[config.mk]
export PLATFORM = sky130hd
export DESIGN_NAME = wprot_unit
export DESIGN_NICKNAME = d
export VERILOG_FILES = /design/src/rtl/wprot_pkg.sv /design/src/rtl/wprot_wel.sv /design/src/rtl/wprot_bp.sv /design/src/rtl/wprot_range.sv /design/src/rtl/wprot_unit.sv
export SDC_FILE = /design/constraint.sdc
export NUM_CORES = 1
export LEC_CHECK = 0
export ABC_AREA = 1
export CORE_AREA = 2 2 39 41
export CTS_BUF_LIST = sky130_fd_sc_hd__clkbuf_8 sky130_fd_sc_hd__clkbuf_16
export CTS_CLUSTER_SIZE = 20
export DETAILED_ROUTE_END_ITERATION = 7
export DIE_AREA = 0 0 41 43
export DONT_BUFFER_PORTS = 1
export GPL_ROUTABILITY_DRIVEN = 0
export HOLD_SLACK_MARGIN = 0.15
export PLACE_DENSITY = 0.41
export SLEW_MARGIN = 5
export SYNTH_ARGS = -nofsm -noshare
export SYNTH_HDL_FRONTEND = slang
export SYNTH_SLANG_ARGS = --single-unit
[constraint.sdc]
create_clock -name clk -period 0.8 [get_ports clk]
set_input_delay 0.16 -clock clk [delete_from_list [all_inputs] [get_ports clk]]
set_output_delay 0.16 -clock clk [all_outputs]
set_load 0.005 [all_outputs]
[src/rtl/wprot_pkg.sv]
package wprot_pkg;
  typedef enum logic [1:0] {
    PZ_NONE    = 2'b00,
    PZ_QUARTER = 2'b01,
    PZ_HALF    = 2'b10,
    PZ_ALL     = 2'b11
  } pzone_e;

  localparam int STS_W      = 8;
  localparam int STS_WEL    = 1;
  localparam int STS_BP_LO  = 2;
  localparam int STS_BP_HI  = 3;
endpackage

[src/rtl/wprot_wel.sv]
module wprot_wel (
  input  logic clk,
  input  logic clr_n,
  input  logic set_i,
  input  logic clr_i,
  output logic wel_o
);
  logic wel_d;

  always_comb begin
    wel_d = wel_o;
    if (clr_i)      wel_d = 1'b0;
    else if (set_i) wel_d = 1'b1;
  end

  always_ff @(posedge clk or negedge clr_n) begin
    if (!clr_n) wel_o <= 1'b0;
    else        wel_o <= wel_d;
  end
endmodule

[src/rtl/wprot_bp.sv]
module wprot_bp
  import wprot_pkg::*;
(
  input  logic   clk,
  input  logic   rst_n,
  input  logic   ld_i,
  input  pzone_e din_i,
  output pzone_e zone_o
);
  pzone_e zone_d;

  always_comb begin
    zone_d = zone_o;
    if (ld_i) zone_d = din_i;
  end

  always_ff @(posedge clk or negedge rst_n) begin
    if (!rst_n) zone_o <= PZ_NONE;
    else        zone_o <= zone_d;
  end
endmodule

[src/rtl/wprot_range.sv]
module wprot_range
  import wprot_pkg::*;
#(
  parameter int ADDR_W = 9
) (
  input  pzone_e              zone_i,
  input  logic [ADDR_W-1:0]   addr_i,
  output logic                hit_o
);
  logic top_half;
  logic top_qtr;

  assign top_half = addr_i[ADDR_W-1];

  generate
    if (ADDR_W >= 2) begin : g_qtr
      assign top_qtr = &addr_i[ADDR_W-1 -: 2];
    end else begin : g_qtr_small
      assign top_qtr = addr_i[ADDR_W-1];
    end
  endgenerate

  always_comb begin
    unique case (zone_i)
      PZ_NONE:    hit_o = 1'b0;
      PZ_QUARTER: hit_o = top_qtr;
      PZ_HALF:    hit_o = top_half;
      PZ_ALL:     hit_o = 1'b1;
      default:    hit_o = 1'b1;
    endcase
  end
endmodule

[src/rtl/wprot_unit.sv]
module wprot_unit
  import wprot_pkg::*;
#(
  parameter int ADDR_W = 9
) (
  input  logic              clk,
  input  logic              rst_n,
  input  logic              lv_rst,
  input  logic              wp_n,
  input  logic              set_we,
  input  logic              clr_we,
  input  logic              sr_wr,
  input  logic [STS_W-1:0]  sr_din,
  input  logic              wr_done,
  input  logic              wr_req,
  input  logic [ADDR_W-1:0] wr_addr,
  output logic [STS_W-1:0]  status,
  output logic              wr_grant
);
  logic   wel;
  logic   wel_clr_n;
  logic   wel_clr;
  logic   bp_ld;
  logic   prot_hit;
  pzone_e zone;
  pzone_e zone_in;

  // Protect pin pulls the latch down without a clock edge.
  assign wel_clr_n = rst_n & wp_n;
  assign wel_clr   = clr_we | wr_done | lv_rst;
  assign bp_ld     = sr_wr & wel & ~lv_rst;
  assign zone_in   = pzone_e'(sr_din[STS_BP_HI:STS_BP_LO]);

  wprot_wel u_wel (
    .clk   (clk),
    .clr_n (wel_clr_n),
    .set_i (set_we),
    .clr_i (wel_clr),
    .wel_o (wel)
  );

  wprot_bp u_bp (
    .clk    (clk),
    .rst_n  (rst_n),
    .ld_i   (bp_ld),
    .din_i  (zone_in),
    .zone_o (zone)
  );

  wprot_range #(.ADDR_W(ADDR_W)) u_range (
    .zone_i (zone),
    .addr_i (wr_addr),
    .hit_o  (prot_hit)
  );

  always_comb begin
    status                        = '0;
    status[STS_WEL]               = wel;
    status[STS_BP_HI:STS_BP_LO]   = zone;
  end

  assign wr_grant = wr_req & wp_n & wel & ~prot_hit;
endmodule

==> impl_metrics.env <==
export IMPL_outcome="finished, violations left"
export IMPL_violations="setup timing"
export IMPL_first_pass_iters=2
export IMPL_clk_pin_slew_ns=0.03
export IMPL_routedWlPerCell_um=8.317
export IMPL_use_met3_pct=4.712
export IMPL_dp_slack_ns=-0.1251
export IMPL_die_y_um=43
export IMPL_async_flop_share_pct=100.0
export IMPL_endpoint_kind="output pin"
export IMPL_cp_depth=3
export IMPL_vias_per_cell=3.556
export IMPL_pwr_share_seq_pct=24.9
export IMPL_vias=224
export IMPL_hold_buffers=7
export IMPL_crit_type="reg2out"
export IMPL_finalSetupViolCount=7
export IMPL_worst_path_max_fanout=4
export IMPL_cp_cell_sequence="nor2_1 > nor2_1 > nor2_2"
export IMPL_worstSkewPairLatency_ns=0.22
export IMPL_yosys_area_top_type="dfrtp_1"
export IMPL_die_area_um2=1763
export IMPL_cts_htree_levels=1
export IMPL_drc_errors=0
export IMPL_fin_crit_sh_pct=128.1
export IMPL_critical_path_most_common_cell="nor2_1"
export IMPL_cts_sinks=3
export IMPL_maxCapViolations=0
export IMPL_p_sw_mw=0.1770
export IMPL_start_util_pct=15.55
export IMPL_worst_path_buf_inv=0
export IMPL_r2r_cells=3
export IMPL_cellLeakagePower_nw=0.2055
export IMPL_drtIter0Drc=2
export IMPL_grt_antenna_before_repair=0
export IMPL_rows=14
export IMPL_synth_warnings=0
export IMPL_io_pins=35
export IMPL_grt_use_met1_pct=8.387
export IMPL_intPower_mw=0.5899
export IMPL_fmax_mhz=975.9
export IMPL_required_ns=0.64
export IMPL_rsz0062_at_grt="true"
export IMPL_path_delay_family="flip-flops"
export IMPL_antenna_cells=0
export IMPL_synthFlopType="dfrtp_1"
export IMPL_synth_top_area_share_pct=34.88
export IMPL_io_buffer_count=0
export IMPL_hp_class="in2reg"
export IMPL_irDropWorstVdd_mv=0.6022
export IMPL_min_period_ns=1.025
export IMPL_place_hpwl_um=387.2
export IMPL_grt_busiest_layer="met2"
export IMPL_overflow=0
export IMPL_synth_cells=32
export IMPL_hold_violations=0
export IMPL_synth_cell_type_count=10
export IMPL_syn_area_um2=215.2
export IMPL_numCtsBuffers=3
export IMPL_powerDensity_nw_per_um2=1946
export IMPL_hold_depth=3
export IMPL_arrival_ns=0.86
export IMPL_area_growth_synth_to_final_pct=83.14
export IMPL_synth_seq_cells=3
export IMPL_dp_cells=50
export IMPL_cp_slowest_stage_delay_ns=0.39
export IMPL_routed_wl_um=524
export IMPL_grt_pass1_vias=222
export IMPL_p_comb_share_pct=19.0
export IMPL_clockBufferDepth=2
export IMPL_synth_edf_count=0
export IMPL_core_um2=1384
export IMPL_grt_pass1_wl_um=876
export IMPL_grt_max_degree=5
export IMPL_start_kind="flop"
export IMPL_clockRootBuffer="clkbuf_8"
export IMPL_syn_avg_cell_area_um2=6.725
export IMPL_seq_area_frac_synth_pct=34.88
export IMPL_slowest_stage="dfrtp_1"
export IMPL_worst_slack_ns=-0.2247
export IMPL_synth_most_common_cell="nand2_1"
export IMPL_drtAntennaViolNets=0
export IMPL_fill_cells=155
export IMPL_final_max_slew_viol_count=0
export IMPL_fin_setup_tns_ns=-0.7123
export IMPL_layout_nets=74
export IMPL_tritoncts="yes"
export IMPL_grt_usage_pct=8.543
export IMPL_fin_skew_ns=0.001967
export IMPL_drive_gt1_share_pct=31.91
export IMPL_die_w_um=41
export IMPL_fin_cells=63
export IMPL_sw_frac_of_total_pct=23.08
export IMPL_synth_area_top_cells="dfrtp_1 (35%), buf_4 (21%), nand2_1 (12%)"
export IMPL_clkPwrFrac_pct=56.0
export IMPL_synth_commonest_cells="nand2_1 (7), buf_4 (6), nor2_1 (6)"
export IMPL_met2_usage_pct=10.94
==> tightest hold or removal path, delay by kind of cell <==
kind | cells | cell delay (ns)
AO/OA/AOI/OAI | 1 | 0.04
AND/OR/NAND/NOR | 2 | 0.06
==> sequential cells by signal, summed over array words and instances, names as in the netlist <==
name / flops
u_bp.zone_o: 2
u_wel.wel_o: 1
==> timing repair <==
| item | CTS | global route |
|---|---|---|
| pin swaps | 2 | 1 |
| gates resized for setup | 7 | 3 |
| setup buffers | 2 | 0 |
| setup endpoints to repair | 7 | 7 |
| endpoints found under the hold margin | 6 | 1 |
==> placed cells by master (no fill, tap or decap) <==
| cell type | Yosys | routed |
|---|---|---|
| conb_1 | 1 | 5 |
| inv_2 | 1 | 1 |
| dlygate4sd3_1 | 0 | 6 |
| nand3_1 | 2 | 1 |
| clkbuf_8 | 0 | 3 |
| nand4_1 | 2 | 2 |
| nand2_1 | 7 | 7 |
| nand3_2 | 0 | 1 |
| dfrtp_2 | 0 | 1 |
| buf_6 | 0 | 3 |
| inv_1 | 3 | 4 |
| dlymetal6s4s_1 | 0 | 1 |
| nor2_2 | 0 | 2 |
| buf_4 | 6 | 3 |
| nor2_1 | 6 | 4 |
| o21ai_2 | 0 | 1 |
| dfrtp_1 | 3 | 2 |
==> layer usage <==
metal,vias to the layer above,share of wire (%)
li1,118,-
met1,88,41
met2,16,44
met3,2,12
met4,0,1.9
met5,-,0
==> worst paths after layout <==
check	startpoint	to	slack, ns
hold reg to reg	u_bp.zone_o[1]	u_bp.zone_o[1]	0.58
max in group asynchronous	rst_n	u_wel.wel_o	0.36
min in group asynchronous	rst_n	u_bp.zone_o[0]	0.19
hold / removal	clr_we	u_wel.wel_o	0.08
setup reg to reg	u_wel.wel_o	u_wel.wel_o	-0.05
setup / recovery	u_bp.zone_o[0]	wr_grant	-0.22
==> power by group through the flow <==
stage / sequential [mW] / combinational, mW / clock [mW]
after floorplan: 0.195 / 0.0594 / 0
after global placement: 0.192 / 0.0977 / 0
after detailed placement: 0.193 / 0.0971 / 0
after CTS: 0.192 / 0.145 / 0.442
after global routing: 0.195 / 0.169 / 0.460
final: 0.191 / 0.146 / 0.430
==> cells by family (layout without fill, tap and decap cells) <==
family | count (synthesis) | count (layout) | synth area share [%]
AO/OA/AOI/OAI | 1 | 1 | 2.323
AND/OR/NAND/NOR | 17 | 17 | 33.14
buffers and inverters | 10 | 21 | 27.90
other | 1 | 5 | 1.743
flip-flops | 3 | 3 | 34.88
==> metrics by stage <==
step           instance area, um^2  power, mW  utilization [%]  hold slack, ns
4_1_cts                      385.4     0.7795            27.85         0.07889
2_1_floorplan                230.2     0.2539                -         -0.1356
3_3_place_gp                 235.2     0.2899            17.00         -0.1355
3_5_place_dp                 235.2     0.2900            17.00         -0.1355
6_report                     394.1     0.7668            28.48         0.07844
5_1_grt                      394.1     0.8248            28.48         0.09731
==> area by class of cell <==
class                   instances  area, um^2  area share (%)
clock inverters                 1       3.754          0.9524
clock buffers                   3       41.29           10.48
inverters                       4       15.01           3.810
flip-flops and latches          3       76.32           19.37
repair buffers                 13       128.9           32.70
multi-input cells              23       108.9           27.62
well taps                      16       20.02           5.079
Note: power is estimated with default switching activity, not from simulation.
